**config.mk**
```make
export PLATFORM = sky130hd
export DESIGN_NAME = flash_stat_poll
export DESIGN_NICKNAME = d
export VERILOG_FILES = /design/src/rtl/fsp_pkg.sv /design/src/rtl/fsp_cs_decode.sv /design/src/rtl/fsp_poll_cnt.sv /design/src/rtl/flash_stat_poll.sv
export SDC_FILE = /design/constraint.sdc
export NUM_CORES = 1
export LEC_CHECK = 0
export ABC_AREA = 1
export BUFFER_PORTS_ARGS = -buffer_cell sky130_fd_sc_hd__buf_2
export CAP_MARGIN = 10
export CELL_PAD_IN_SITES_DETAIL_PLACEMENT = 1
export CELL_PAD_IN_SITES_GLOBAL_PLACEMENT = 2
export CORE_MARGIN = 1
export CORE_UTILIZATION = 25
export CTS_BUF_LIST = sky130_fd_sc_hd__clkbuf_8
export CTS_CLUSTER_SIZE = 10
export DETAILED_ROUTE_END_ITERATION = 7
export PLACE_DENSITY_LB_ADDON = 0.1
export SETUP_SLACK_MARGIN = 0.3
export SLEW_MARGIN = 20
export SYNTH_ARGS = -nofsm -noshare
export SYNTH_HDL_FRONTEND = slang
export SYNTH_SLANG_ARGS = --single-unit
```
**constraint.sdc**
```tcl
create_clock -name clk -period 1.9 [get_ports clk]
set_clock_uncertainty 0.1 [all_clocks]
set_input_delay 0.285 -clock clk [delete_from_list [all_inputs] [get_ports clk]]
set_output_delay 0.285 -clock clk [all_outputs]
set_load 0.005 [all_outputs]
```
**src/rtl/fsp_pkg.sv**
```systemverilog
package fsp_pkg;
  localparam int          MAX_DEV   = 4;
  localparam int          IDX_W     = 2;
  localparam logic [7:0]  OP_STATUS = 8'hD7;
  localparam logic [7:0]  FILL_BYTE = 8'hFF;
  localparam logic [7:0]  DENS_MASK = 8'h3C;
  localparam int          READY_BIT = 7;

  typedef enum logic [2:0] {
    S_IDLE,
    S_SEL,
    S_CMD,
    S_CMD_RX,
    S_DUMMY,
    S_STAT,
    S_GAP
  } fsp_state_e;

  typedef enum logic {
    M_CHECK = 1'b0,
    M_WAIT  = 1'b1
  } fsp_mode_e;
endpackage

```
**src/rtl/fsp_cs_decode.sv**
```systemverilog
module fsp_cs_decode #(
  parameter int DEV_CNT = 4,
  parameter int IDX_W   = 2
) (
  input  logic               clk,
  input  logic               rst_n,
  input  logic               en,
  input  logic [IDX_W-1:0]   idx,
  output logic [DEV_CNT-1:0] cs_n
);
  for (genvar i = 0; i < DEV_CNT; i++) begin : g_line
    assign cs_n[i] = ~(en && (idx == IDX_W'(i)));
  end


  cs_onehot_chk: assert property (@(posedge clk) disable iff (!rst_n)
    $onehot0(~cs_n));


  cs_idle_chk: assert property (@(posedge clk) disable iff (!rst_n)
    !en |-> (&cs_n));
endmodule

```
**src/rtl/fsp_poll_cnt.sv**
```systemverilog
module fsp_poll_cnt #(
  parameter int LIMIT = 16,
  parameter int CNT_W = 5
) (
  input  logic clk,
  input  logic rst_n,
  input  logic clr,
  input  logic inc,
  output logic last
);
  localparam int LIM_M1 = (LIMIT > 0) ? LIMIT - 1 : 0;

  logic [CNT_W-1:0] cnt;

  assign last = (LIMIT > 0) && (cnt == CNT_W'(LIM_M1));

  always_ff @(posedge clk or negedge rst_n) begin
    if (!rst_n)               cnt <= '0;
    else if (clr)             cnt <= '0;
    else if (inc && !last)    cnt <= cnt + 1'b1;
  end


  cnt_bound_chk: assert property (@(posedge clk) disable iff (!rst_n)
    (LIMIT > 0) |-> (cnt <= CNT_W'(LIM_M1)));
endmodule

```
**src/rtl/flash_stat_poll.sv**
```systemverilog
module flash_stat_poll
  import fsp_pkg::*;
#(
  parameter int         DEV_CNT    = 4,
  parameter logic [7:0] DENS_CODE  = 8'h2C,
  parameter int         POLL_LIMIT = 16
) (
  input  logic               clk,
  input  logic               rst_n,
  input  logic               start,
  input  logic               mode,
  input  logic [IDX_W-1:0]   dev_idx,
  output logic               busy,
  output logic               done,
  output logic               pass,
  output logic               fail,
  output logic               timeout,
  output logic               tx_valid,
  input  logic               tx_ready,
  output logic [7:0]         tx_data,
  input  logic               rx_valid,
  input  logic [7:0]         rx_data,
  output logic [DEV_CNT-1:0] cs_n
);
  localparam int             CNT_W    = (POLL_LIMIT < 2) ? 1 : $clog2(POLL_LIMIT + 1);
  localparam logic [IDX_W-1:0] LAST_IDX = IDX_W'(DEV_CNT - 1);


  if (DEV_CNT < 1 || DEV_CNT > MAX_DEV) begin : g_bad_cnt
    $error("flash_stat_poll: DEV_CNT must be within 1..4");
  end

  fsp_state_e       state;
  fsp_mode_e        mode_q;
  logic [IDX_W-1:0] cur;
  logic             cs_en;
  logic             idx_bad;
  logic             dens_ok;
  logic             busy_rd;
  logic             start_go;
  logic             lim_last;

  assign busy     = (state != S_IDLE);
  assign cs_en    = (state == S_SEL) || (state == S_CMD) || (state == S_CMD_RX) ||
                    (state == S_DUMMY) || (state == S_STAT);
  assign tx_valid = (state == S_CMD) || (state == S_DUMMY);
  assign tx_data  = (state == S_CMD) ? OP_STATUS : FILL_BYTE;
  assign idx_bad  = {1'b0, dev_idx} >= (IDX_W + 1)'(DEV_CNT);
  assign dens_ok  = (rx_data & DENS_MASK) >= DENS_CODE;
  assign start_go = (state == S_IDLE) && start;
  assign busy_rd  = (state == S_STAT) && rx_valid && (mode_q == M_WAIT) &&
                    !rx_data[READY_BIT];

  fsp_cs_decode #(.DEV_CNT(DEV_CNT), .IDX_W(IDX_W)) u_cs (
    .clk  (clk),
    .rst_n(rst_n),
    .en   (cs_en),
    .idx  (cur),
    .cs_n (cs_n)
  );

  fsp_poll_cnt #(.LIMIT(POLL_LIMIT), .CNT_W(CNT_W)) u_cnt (
    .clk  (clk),
    .rst_n(rst_n),
    .clr  (start_go),
    .inc  (busy_rd),
    .last (lim_last)
  );

  always_ff @(posedge clk or negedge rst_n) begin
    if (!rst_n) begin
      state   <= S_IDLE;
      mode_q  <= M_CHECK;
      cur     <= '0;
      done    <= 1'b0;
      pass    <= 1'b0;
      fail    <= 1'b0;
      timeout <= 1'b0;
    end else begin
      done <= 1'b0;
      case (state)
        S_IDLE: begin
          if (start) begin
            pass    <= 1'b0;
            fail    <= 1'b0;
            timeout <= 1'b0;
            mode_q  <= mode ? M_WAIT : M_CHECK;
            if (mode && idx_bad) begin
              done <= 1'b1;
              fail <= 1'b1;
            end else begin
              cur   <= mode ? dev_idx : '0;
              state <= S_SEL;
            end
          end
        end
        S_SEL:    state <= S_CMD;
        S_CMD:    if (tx_ready) state <= S_CMD_RX;
        S_CMD_RX: if (rx_valid) state <= S_DUMMY;
        S_DUMMY:  if (tx_ready) state <= S_STAT;
        S_STAT: begin
          if (rx_valid) begin
            if (mode_q == M_CHECK) begin
              if (!dens_ok) begin
                state <= S_IDLE;
                done  <= 1'b1;
                fail  <= 1'b1;
              end else if (cur == LAST_IDX) begin
                state <= S_IDLE;
                done  <= 1'b1;
                pass  <= 1'b1;
              end else begin
                cur   <= cur + 1'b1;
                state <= S_GAP;
              end
            end else if (rx_data[READY_BIT]) begin
              state <= S_IDLE;
              done  <= 1'b1;
              pass  <= 1'b1;
            end else if (lim_last) begin
              state   <= S_IDLE;
              done    <= 1'b1;
              fail    <= 1'b1;
              timeout <= 1'b1;
            end else begin
              state <= S_DUMMY;
            end
          end
        end
        S_GAP:   state <= S_SEL;
        default: state <= S_IDLE;
      endcase
    end
  end


  tx_hold_chk: assert property (@(posedge clk) disable iff (!rst_n)
    (tx_valid && !tx_ready) |=> (tx_valid && $stable(tx_data)));


  tx_sel_chk: assert property (@(posedge clk) disable iff (!rst_n)
    tx_valid |-> !(&cs_n));


  cs_keep_chk: assert property (@(posedge clk) disable iff (!rst_n)
    (busy_rd && !lim_last) |=> $stable(cs_n));


  done_excl_chk: assert property (@(posedge clk) disable iff (!rst_n)
    done |-> (pass ^ fail));


  done_pulse_chk: assert property (@(posedge clk) disable iff (!rst_n)
    done |=> !done);


  tmo_fail_chk: assert property (@(posedge clk) disable iff (!rst_n)
    timeout |-> fail);


  idle_quiet_chk: assert property (@(posedge clk) disable iff (!rst_n)
    !busy |-> (!tx_valid && (&cs_n)));
endmodule

```
==> results.md, run 1 <==
- Status: complete, no violations
- Non-Filler Instances: 230
- TritonCTS clock tree: yes
- Final setup fails: 0
- Final critical-path required period: 1.76 ns
- Syn Inst Count: 143
- Commonest non-fill, non-tap cell in the layout: nand2_1
- Clock sinks: 15
- Global route overflow: 0
- Clock Path Buffers: 2
- Fill cell count: 512
- H-Tree Depth: 1
- Seq/Total Area, Yosys: 35.7%
- Drt first pass iters: 4
- Die Footprint: 4470 um^2
- RSZ-0062 raised after global routing: yes
- Type of the worst min-delay path: in -> reg
- Starting DRT DRC Count: 24
- Antenna violations before repair: 0
- Kind of critical path: reg -> out
- Max Transition Viols Final: 0
- DP HPWL: 2220 um
- Initial Util: 26.1%
- Total Power: 1860 uW
- P&R area growth vs syn: 36.0%
- Max Cap Viol: 0
- Layout cell share with drive strength beyond 1: 42.2%
- Flops & latches, synth: 15
- Post-synth cell types: 23
- Fmax: 567 MHz
- Number of antenna diodes: 0
- CP Launch Type: flop
- WL final: 2940 um
- Average routed wire per standard cell: 12.8 um
- CTS Buf Count: 3
- Synth Area per Inst: 7.35 um^2
- Die Width: 66.8 um
- Total Routing Usage GR: 15.2%
- Fin Setup TNS: 0 ns
- Root Buffer: clkbuf_8
- Syn. warnings: 0
- VDD IR max: 319 uV
- Leak: 0.000734 uW
- Port bufs: 24
- Util after Layout: 35.5%
- DR DRC count: 0
- Core area: 4030 um^2
- Clock slew at reported path FFs: 0.08 ns
- CP Data Arrival Time: 1.38 ns
- Post-DRT Antenna Nets: 0
- Vias in the first global route: 1076
- Worst Path Required: 1.51 ns
- Largest net degree at the start of global routing: 16
- Crit path max fanout: 5
- Commonest non-fill, non-tap cells in the layout: nand2_1, buf_2, dfrtp_1
- Placed cells: 215
- Skew-Pair Late Insertion Delay: 0.26 ns
- Tcrit/Tclk final: 92.8%
- Final Wtd Congestion: 0.790
- Vias per cell: 4.41
- Row count: 23
- First-pass GRT wire length: 5040 um
- Final layout net count: 203
- PD cells: 1300 nW/um^2
- Die height: 66.8 um
- Reg2reg setup slack: 0.21 ns
- Fin. Hold Viols: 0
- Setup crit end kind: output pin
- Synthesized area: 1050 um^2
- Io pins: 34
- Vias: 1015
## per-layer routing
metal	vias to the layer above	track usage (%)	routed length, um
li1	516	-	-
met1	485	18.2	1340
met2	12	26.6	1500
met3	2	3.25	91
met4	0	5.32	17
met5	-	0	0
## sequential cells by signal, indices dropped and copies added (netlist names)
signal and cells:
cur 2, done 1, fail 1, mode_q 1
pass 1, state 3, timeout 1, u_cnt.cnt 5
## worst paths after layout
check | from | endpoint | cells after the start
worst max-delay path | state[0]$_DFFE_PN0P_ | busy | 6
worst min register to register | timeout$_DFFE_PN0P_ | timeout$_DFFE_PN0P_ | 2
worst min-delay path | mode | mode_q$_DFFE_PN0P_ | 3
min in group asynchronous | rst_n | u_cnt.cnt[2]$_DFFE_PN0P_ | 2
worst max register to register | u_cnt.cnt[0]$_DFFE_PN0P_ | u_cnt.cnt[3]$_DFFE_PN0P_ | 11
max in group asynchronous | rst_n | state[2]$_DFFE_PN0P_ | 2
## cells in the mapped netlist
library cell	count	area [um^2]
nand2_1	42	158
dfrtp_1	15	375
inv_1	13	48.8
nor2_1	13	48.8
nand3_1	10	50.1
buf_4	7	52.6
ha_1	6	75.1
inv_2	6	22.5
a21oi_1	5	25.0
o21ai_1	5	25.0
nand2_2	4	25.0
nand3_2	3	30.0
o21ai_0	3	15.0
nor2_4	2	22.5
a211oi_2	1	12.5
conb_1	1	3.75
nand3b_1	1	7.51
nand3b_4	1	20.0
nand4_1	1	6.26
nor2_2	1	6.26
nor3_1	1	5.00
o211ai_1	1	7.51
xor2_1	1	8.76
## cells by family (layout without fill, tap and decap cells)
family | Yosys count | count (layout) | synth area share, %
AO/OA/AOI/OAI | 15 | 15 | 8.09
XOR/XNOR | 1 | 1 | 0.833
adder cells (fa/ha/maj) | 6 | 6 | 7.14
buffers and inverters | 26 | 58 | 11.8
flip-flops | 15 | 15 | 35.7
other | 1 | 6 | 0.357
AND/OR/NAND/NOR | 79 | 79 | 36.1
## final cells by class
type / instances / area, um^2 / area share (%)
flip-flops and latches: 15 / 379 / 26.5
clock inverters: 1 / 5.00 / 0.350
inverters: 19 / 73.8 / 5.17
clock buffers: 3 / 41.3 / 2.89
repair buffers: 35 / 213 / 14.9
multi-input cells: 107 / 654 / 45.8
well taps: 50 / 62.6 / 4.38
## timing repair
item,4_1_cts,5_1_grt
gates resized for setup,10,12
endpoints found under the setup margin,12,17
hold buffers,1,0
buffers inserted,7,3
endpoints found under the hold margin,15,0
pin swaps,6,8
## metrics by stage
stage	hold WS, ns	worst slack, ns	instance area [um^2]
final	0.154	0.136	1430
after global routing	0.173	0.0111	1430
after CTS	0.163	0.105	1360
after detailed placement	0.129	0.151	1220
after global placement	0.120	0.187	1220
after floorplan	-0.111	0.309	1090
## worst max-delay path, stage by stage, from the launching register on
cell	delay, ns
dfrtp_2	0.47
nor2_4	0.13
buf_4	0.13
buf_4	0.09
buf_4	0.10
nand2_1	0.07
buf_2	0.14
## report_power, final
| group | internal, uW | switching, uW | total, uW |
|---|---|---|---|
| clock | 146 | 133 | 279 |
| combinational | 454 | 574 | 1030 |
| sequential | 421 | 136 | 557 |
Note: power is estimated with default switching activity, not from simulation.
==> run 2, diff against run 1 <==
- REMOVE_ABC_BUFFERS: not set -> 1
- SYNTH_HIERARCHICAL: not set -> 1
==> results.md, run 2 <==
- H-Tree Depth: 1 (unchanged)
- Fin. Hold Viols: 0 (unchanged)
- Synth cell count leaders: nand2_1, nor2_1, dfrtp_1, inv_1, nand3_1 (was nand2_1, dfrtp_1, inv_1, nor2_1, nand3_1)
- Final setup fails: 0 (unchanged)
- First-pass GRT wire length: 4730 um (was 5040 um)
- Fin Setup TNS: 0 ns (unchanged)
- Clock sinks: 15 (unchanged)
- Most frequent cell after synthesis: nand2_1 (unchanged)
- Vias in the first global route: 1080 (was 1076)
- Crit path max fanout: 5 (unchanged)
- WL final: 3050 um (was 2940 um)
- Synthesized area: 1080 um^2 (was 1050 um^2)
- CTS Buf Count: 3 (unchanged)
- Fmax: 582 MHz (was 567 MHz)
- Flops & latches, synth: 15 (unchanged)
- Commonest non-fill, non-tap cell in the layout: nand2_1 (unchanged)
- Biggest register: u_cnt/cnt (was u_cnt.cnt)
- CP Launch Type: flop (unchanged)
- Die Width: 67.8 um (was 66.8 um)
- Synth top area cells: dfrtp_1, nand2_1, nor2_1 (was dfrtp_1, nand2_1, ha_1)
- Fill cell count: 531 (was 512)
- Die Footprint: 4600 um^2 (was 4470 um^2)
- Post-synth top area cell: dfrtp_1 (unchanged)
- Clock slew at reported path FFs: 0.07 ns (was 0.08 ns)
- Final Wtd Congestion: 0.776 (was 0.790)
- Antenna violations before repair: 0 (unchanged)
- Syn. warnings: 6 (was 0)
- VDD IR max: 589 uV (was 319 uV)
- PD cells: 1350 nW/um^2 (was 1300 nW/um^2)
- Starting DRT DRC Count: 32 (was 24)
- Final critical-path required period: 1.72 ns (was 1.76 ns)
- Synth Area per Inst: 6.85 um^2 (was 7.35 um^2)
- Placed cells: 232 (was 215)
- P&R area growth vs syn: 44.6% (was 36.0%)
- Average routed wire per standard cell: 11.9 um (was 12.8 um)
- Die height: 67.8 um (was 66.8 um)
- Status: complete, no violations (unchanged)
- Global route overflow: 0 (unchanged)
- Clock Path Buffers: 2 (unchanged)
- Top flop regs: u_cnt/cnt x5, state x3, cur x2 (was u_cnt.cnt x5, state x3, cur x2)
- Post-DRT Antenna Nets: 0 (unchanged)
- Total Power: 2110 uW (was 1860 uW)
- Row count: 23 (unchanged)
- Seq/Total Area, Yosys: 34.7% (was 35.7%)
- Io pins: 34 (unchanged)
- Setup crit end kind: output pin (unchanged)
- Max Transition Viols Final: 0 (unchanged)
- Vias per cell: 4.36 (was 4.41)
- Top FF cell, synth: dfrtp_1 (unchanged)
- Type of the worst min-delay path: in -> reg (unchanged)
- Non-Filler Instances: 256 (was 230)
- DP HPWL: 2290 um (was 2220 um)
- Tcrit/Tclk final: 90.4% (was 92.8%)
- Initial Util: 26.5% (was 26.1%)
- Layout cell share with drive strength beyond 1: 47.1% (was 42.2%)
- Number of antenna diodes: 0 (unchanged)
- Largest register FFs: 5 (unchanged)
- Syn Inst Count: 158 (was 143)
- RSZ-0062 raised after global routing: yes (unchanged)
- DR DRC count: 0 (unchanged)
- Post-synth cell types: 22 (was 23)
- Port bufs: 24 (unchanged)
- Kind of critical path: reg -> out (unchanged)
- Post-synth ARST share: 100% (unchanged)
- Synth top area share: 34.7% (was 35.7%)
- Drt first pass iters: 4 (unchanged)
- Largest net degree at the start of global routing: 16 (unchanged)
- Post-synth EDFFs: 0 (unchanged)
- Leak: 0.000830 uW (was 0.000734 uW)
- Final layout net count: 226 (was 203)
- Vias: 1117 (was 1015)
- Final Cell Area: 1570 um^2 (was 1430 um^2)
- TritonCTS clock tree: yes (unchanged)
- Worst Path Required: 1.51 ns (about the same)
- Commonest non-fill, non-tap cells in the layout: nand2_1, buf_2, buf_4 (was nand2_1, buf_2, dfrtp_1)
- Root Buffer: clkbuf_8 (unchanged)
- Max Cap Viol: 0 (unchanged)
- CP Data Arrival Time: 1.33 ns (was 1.38 ns)
- Core area: 4090 um^2 (was 4030 um^2)
- Total Routing Usage GR: 14.1% (was 15.2%)
- Placed Area: 1240 um^2 (was 1220 um^2)
- Skew-Pair Late Insertion Delay: 0.25 ns (was 0.26 ns)
-- run 2: worst max-delay path: stages, from the launching register on --
cell and delay (ns):
dfrtp_2 0.46, nor2_4 0.15, nand2_2 0.07, o21ai_2 0.06
inv_2 0.06, nand3_4 0.10, nand3_2 0.06, buf_2 0.12
-- run 2: through the flow --
step / hold slack (ns) / setup WS [ns] / utilization, %
2_1_floorplan: -0.111 / 0.261 / -
3_3_place_gp: 0.121 / 0.250 / 30.4
3_5_place_dp: 0.127 / 0.219 / 30.4
4_1_cts: 0.191 / 0.179 / 35.1
5_1_grt: 0.202 / 0.0873 / 38.3
6_report: 0.188 / 0.182 / 38.3
-- run 2: worst paths after layout --
check	start	to	slack, ns	cells after the start
max reg2reg	state[0]$_DFFE_PN0P_	state[2]$_DFFE_PN0P_	0.28	11
min in group asynchronous	rst_n	mode_q$_DFFE_PN0P_	0.38	2
min	mode	mode_q$_DFFE_PN0P_	0.19	3
min reg2reg	pass$_DFFE_PN0P_	pass$_DFFE_PN0P_	0.37	2
max	state[0]$_DFFE_PN0P_	cs_n[1]	0.18	7
max in group asynchronous	rst_n	state[2]$_DFFE_PN0P_	1.03	2
-- run 2: cell type report --
| cell class | instances | area, um^2 | area share (%) |
|---|---|---|---|
| inverters | 23 | 91.3 | 5.84 |
| clock inverters | 1 | 3.75 | 0.240 |
| flip-flops and latches | 15 | 380 | 24.3 |
| well taps | 50 | 62.6 | 4.00 |
| multi-input cells | 117 | 676 | 43.2 |
| repair buffers | 47 | 310 | 19.8 |
| clock buffers | 3 | 41.3 | 2.64 |
-- run 2: routing by layer --
| metal | global-route usage, % | part of all wire (%) | vias to the layer above |
|---|---|---|---|
| met4 | 3.91 | 0.66 | 0 |
| met1 | 16.4 | 44 | 522 |
| met5 | 0 | 0 | - |
| li1 | - | - | 576 |
| met2 | 26.0 | 52 | 17 |
| met3 | 2.36 | 3.3 | 2 |
-- run 2: report_power, final --
group	internal [uW]	leakage, uW	total [uW]	switching [uW]
Combinational	604	0.000611	1280	677
Sequential	437	0.000192	573	136
Clock	143	0.0000269	260	117
-- run 2: what timing repair did --
action                                  CTS  global route
endpoints found under the setup margin    8            20
cloned                                    0             0
pin swaps                                 7             8
gates resized for setup                  16            25
hold buffers                              1             0
hold endpoints to repair                 15             0
buffers inserted                         12             7
-- run 2: kinds of logic after synthesis --
logic type / Yosys count / synth area share [%]
and+or+nand+nor: 95 / 41.3
buffers and inverters: 31 / 13.9
DFF: 15 / 34.7
AOI/OAI and AO/OA: 13 / 6.36
adders and majority gates: 3 / 3.47
other: 1 / 0.346
==> run 3, diff against run 2 <==
- SETUP_SLACK_MARGIN: 0.3 -> 0.4
==> results.md, run 3 (same netlist as run 2, synthesis figures left out) <==
- Status: complete, no violations (unchanged)
- Fin. Hold Viols: 0 (unchanged)
- Layout cell share with drive strength beyond 1: 51.9% (was 47.1%)
- Commonest non-fill, non-tap cell in the layout: nand2_1 (unchanged)
- CTS Buf Count: 3 (unchanged)
- Io pins: 34 (unchanged)
- Vias: 1148 (was 1117)
- Clock Path Buffers: 2 (unchanged)
- TritonCTS clock tree: yes (unchanged)
- Initial Util: 26.5% (unchanged)
- Skew-Pair Late Insertion Delay: 0.25 ns (about the same)
- H-Tree Depth: 1 (unchanged)
- Biggest register: u_cnt/cnt (unchanged)
- Setup crit end kind: output pin (unchanged)
- Final Wtd Congestion: 0.776 (unchanged)
- Top flop regs: u_cnt/cnt x5, state x3, cur x2 (unchanged)
- P&R area growth vs syn: 53.2% (was 44.6%)
- CP Launch Type: flop (unchanged)
- CP max-delay cell: dfrtp_2 (unchanged)
- Final setup margin: 0.155 ns (was 0.182 ns)
- Total Routing Usage GR: 14.3% (was 14.1%)
- WL final: 3180 um (was 3050 um)
- Util after Layout: 40.6% (was 38.3%)
- Kind of critical path: reg -> out (unchanged)
- Die height: 67.8 um (unchanged)
- Fmax: 573 MHz (was 582 MHz)
- Global route overflow: 0 (unchanged)
- VDD IR max: 576 uV (was 589 uV)
- Core area: 4090 um^2 (unchanged)
- Final setup fails: 0 (unchanged)
- Die Width: 67.8 um (unchanged)
- Leak: 0.000861 uW (was 0.000830 uW)
- Largest register FFs: 5 (unchanged)
- Post-DRT Antenna Nets: 0 (unchanged)
- Antenna violations before repair: 0 (unchanged)
- Clock slew at reported path FFs: 0.07 ns (about the same)
- Fin Setup TNS: 0 ns (unchanged)
- Average routed wire per standard cell: 12.3 um (was 11.9 um)
- Fill cell count: 517 (was 531)
- Largest net degree at the start of global routing: 16 (unchanged)
- Reg-to-Reg End: state[2]$_DFFE_PN0P_ (unchanged)
- Worst path cell trace: nor2_4, nand2_2, o21ai_2, inv_2, nand3_4, nand3_2, buf_2 (unchanged)
- Worst stage delay on the critical path: 0.46 ns (about the same)
- Hold Path Stages: 3 (unchanged)
- Max Cap Viol: 0 (unchanged)
- Row count: 23 (unchanged)
- Vias in the first global route: 1095 (was 1080)
- Buf/Inv on CP: 2 (unchanged)
- Total Power: 2250 uW (was 2110 uW)
- Worst R2R Start: state[0]$_DFFE_PN0P_ (unchanged)
- Final layout net count: 228 (was 226)
- Tcrit/Tclk final: 91.8% (was 90.4%)
- Final critical-path required period: 1.74 ns (was 1.72 ns)
- Clock sinks: 15 (unchanged)
- Worst Path Required: 1.51 ns (about the same)
- DR DRC count: 0 (unchanged)
- Die Footprint: 4600 um^2 (unchanged)
- Commonest non-fill, non-tap cells in the layout: nand2_1, buf_2, buf_4 (unchanged)
- Drt first pass iters: 4 (unchanged)
- Port bufs: 24 (unchanged)
- Critical Path End: cs_n[1] (unchanged)
- Vias per cell: 4.45 (was 4.36)
- CP delay by family, top: flip-flops (unchanged)
- Root Buffer: clkbuf_8 (unchanged)
- PD cells: 1360 nW/um^2 (was 1350 nW/um^2)
- Max Transition Viols Final: 0 (unchanged)
- Starting DRT DRC Count: 23 (was 32)
- Type of the worst min-delay path: in -> reg (unchanged)
- Place WS: 0.219 ns (unchanged)
- DP HPWL: 2290 um (unchanged)
- Crit path max fanout: 5 (unchanged)
- Number of antenna diodes: 0 (unchanged)
- First-pass GRT wire length: 4820 um (was 4730 um)
- CP Data Arrival Time: 1.36 ns (was 1.33 ns)
- RSZ-0062 raised after global routing: yes (unchanged)
- Levels on crit path: 7 (unchanged)
- Reg2reg setup slack: 0.22 ns (was 0.28 ns)
- R2R depth: 12 (was 11)
- Crit path from: state[0]$_DFFE_PN0P_ (unchanged)
==> run 3: where the power goes <==
part / internal (uW) / switching (uW)
Combinational: 677 / 741
Sequential: 437 / 139
Clock: 143 / 116
Total: 1260 / 997
==> run 3: how the worst min path moves through the flow <==
| stage | start | to | slack, ns |
|---|---|---|---|
| after floorplan | rst_n | cur[0]$_DFFE_PN0P_ | -0.11 |
| after global placement | rst_n | cur[0]$_DFFE_PN0P_ | 0.12 |
| after detailed placement | rst_n | cur[0]$_DFFE_PN0P_ | 0.13 |
| after CTS | mode | mode_q$_DFFE_PN0P_ | 0.19 |
| after global routing | mode | mode_q$_DFFE_PN0P_ | 0.20 |
| final | mode | mode_q$_DFFE_PN0P_ | 0.19 |
==> run 3: per-stage QoR <==
step,std cells,hold slack [ns],area [um^2]
finish,258,0.189,1660
global route,258,0.203,1660
CTS,253,0.191,1500
detailed placement,232,0.127,1240
global placement,232,0.121,1240
floorplan,155,-0.111,1040
==> run 3: final cells by class <==
type,instances,area [um^2],area share (%)
clock buffer,3,41.3,2.49
multi-input combinational,117,724,43.7
inverter,23,93.8,5.66
sequential,15,380,22.9
clock inverter,1,3.75,0.226
tap,50,62.6,3.77
timing repair buffer,49,352,21.2
==> run 3: worst reg2reg max path: cells and delay by family, from the launching register on <==
family / cells / cell delay (ns)
flops: 1 / 0.46
compound gates: 1 / 0.07
buf+inv: 6 / 0.60
simple gates: 5 / 0.38
==> run 3: per-layer routing <==
layer	routed length, um	vias up	share of wire [%]	GRT usage (%)
li1	-	582	-	-
met1	1330	541	42	16.7
met2	1710	21	54	26.2
met3	106	4	3.3	2.53
met4	34	0	1.1	4.43
met5	0	-	0	0
==> run 3: what timing repair did <==
action,4_1_cts,5_1_grt
gates resized for setup,29,32
hold buffers,1,0
gates cloned,0,0
buffers inserted,16,5
endpoints found under the setup margin,16,23
pin swaps,14,16
hold endpoints to repair,15,0
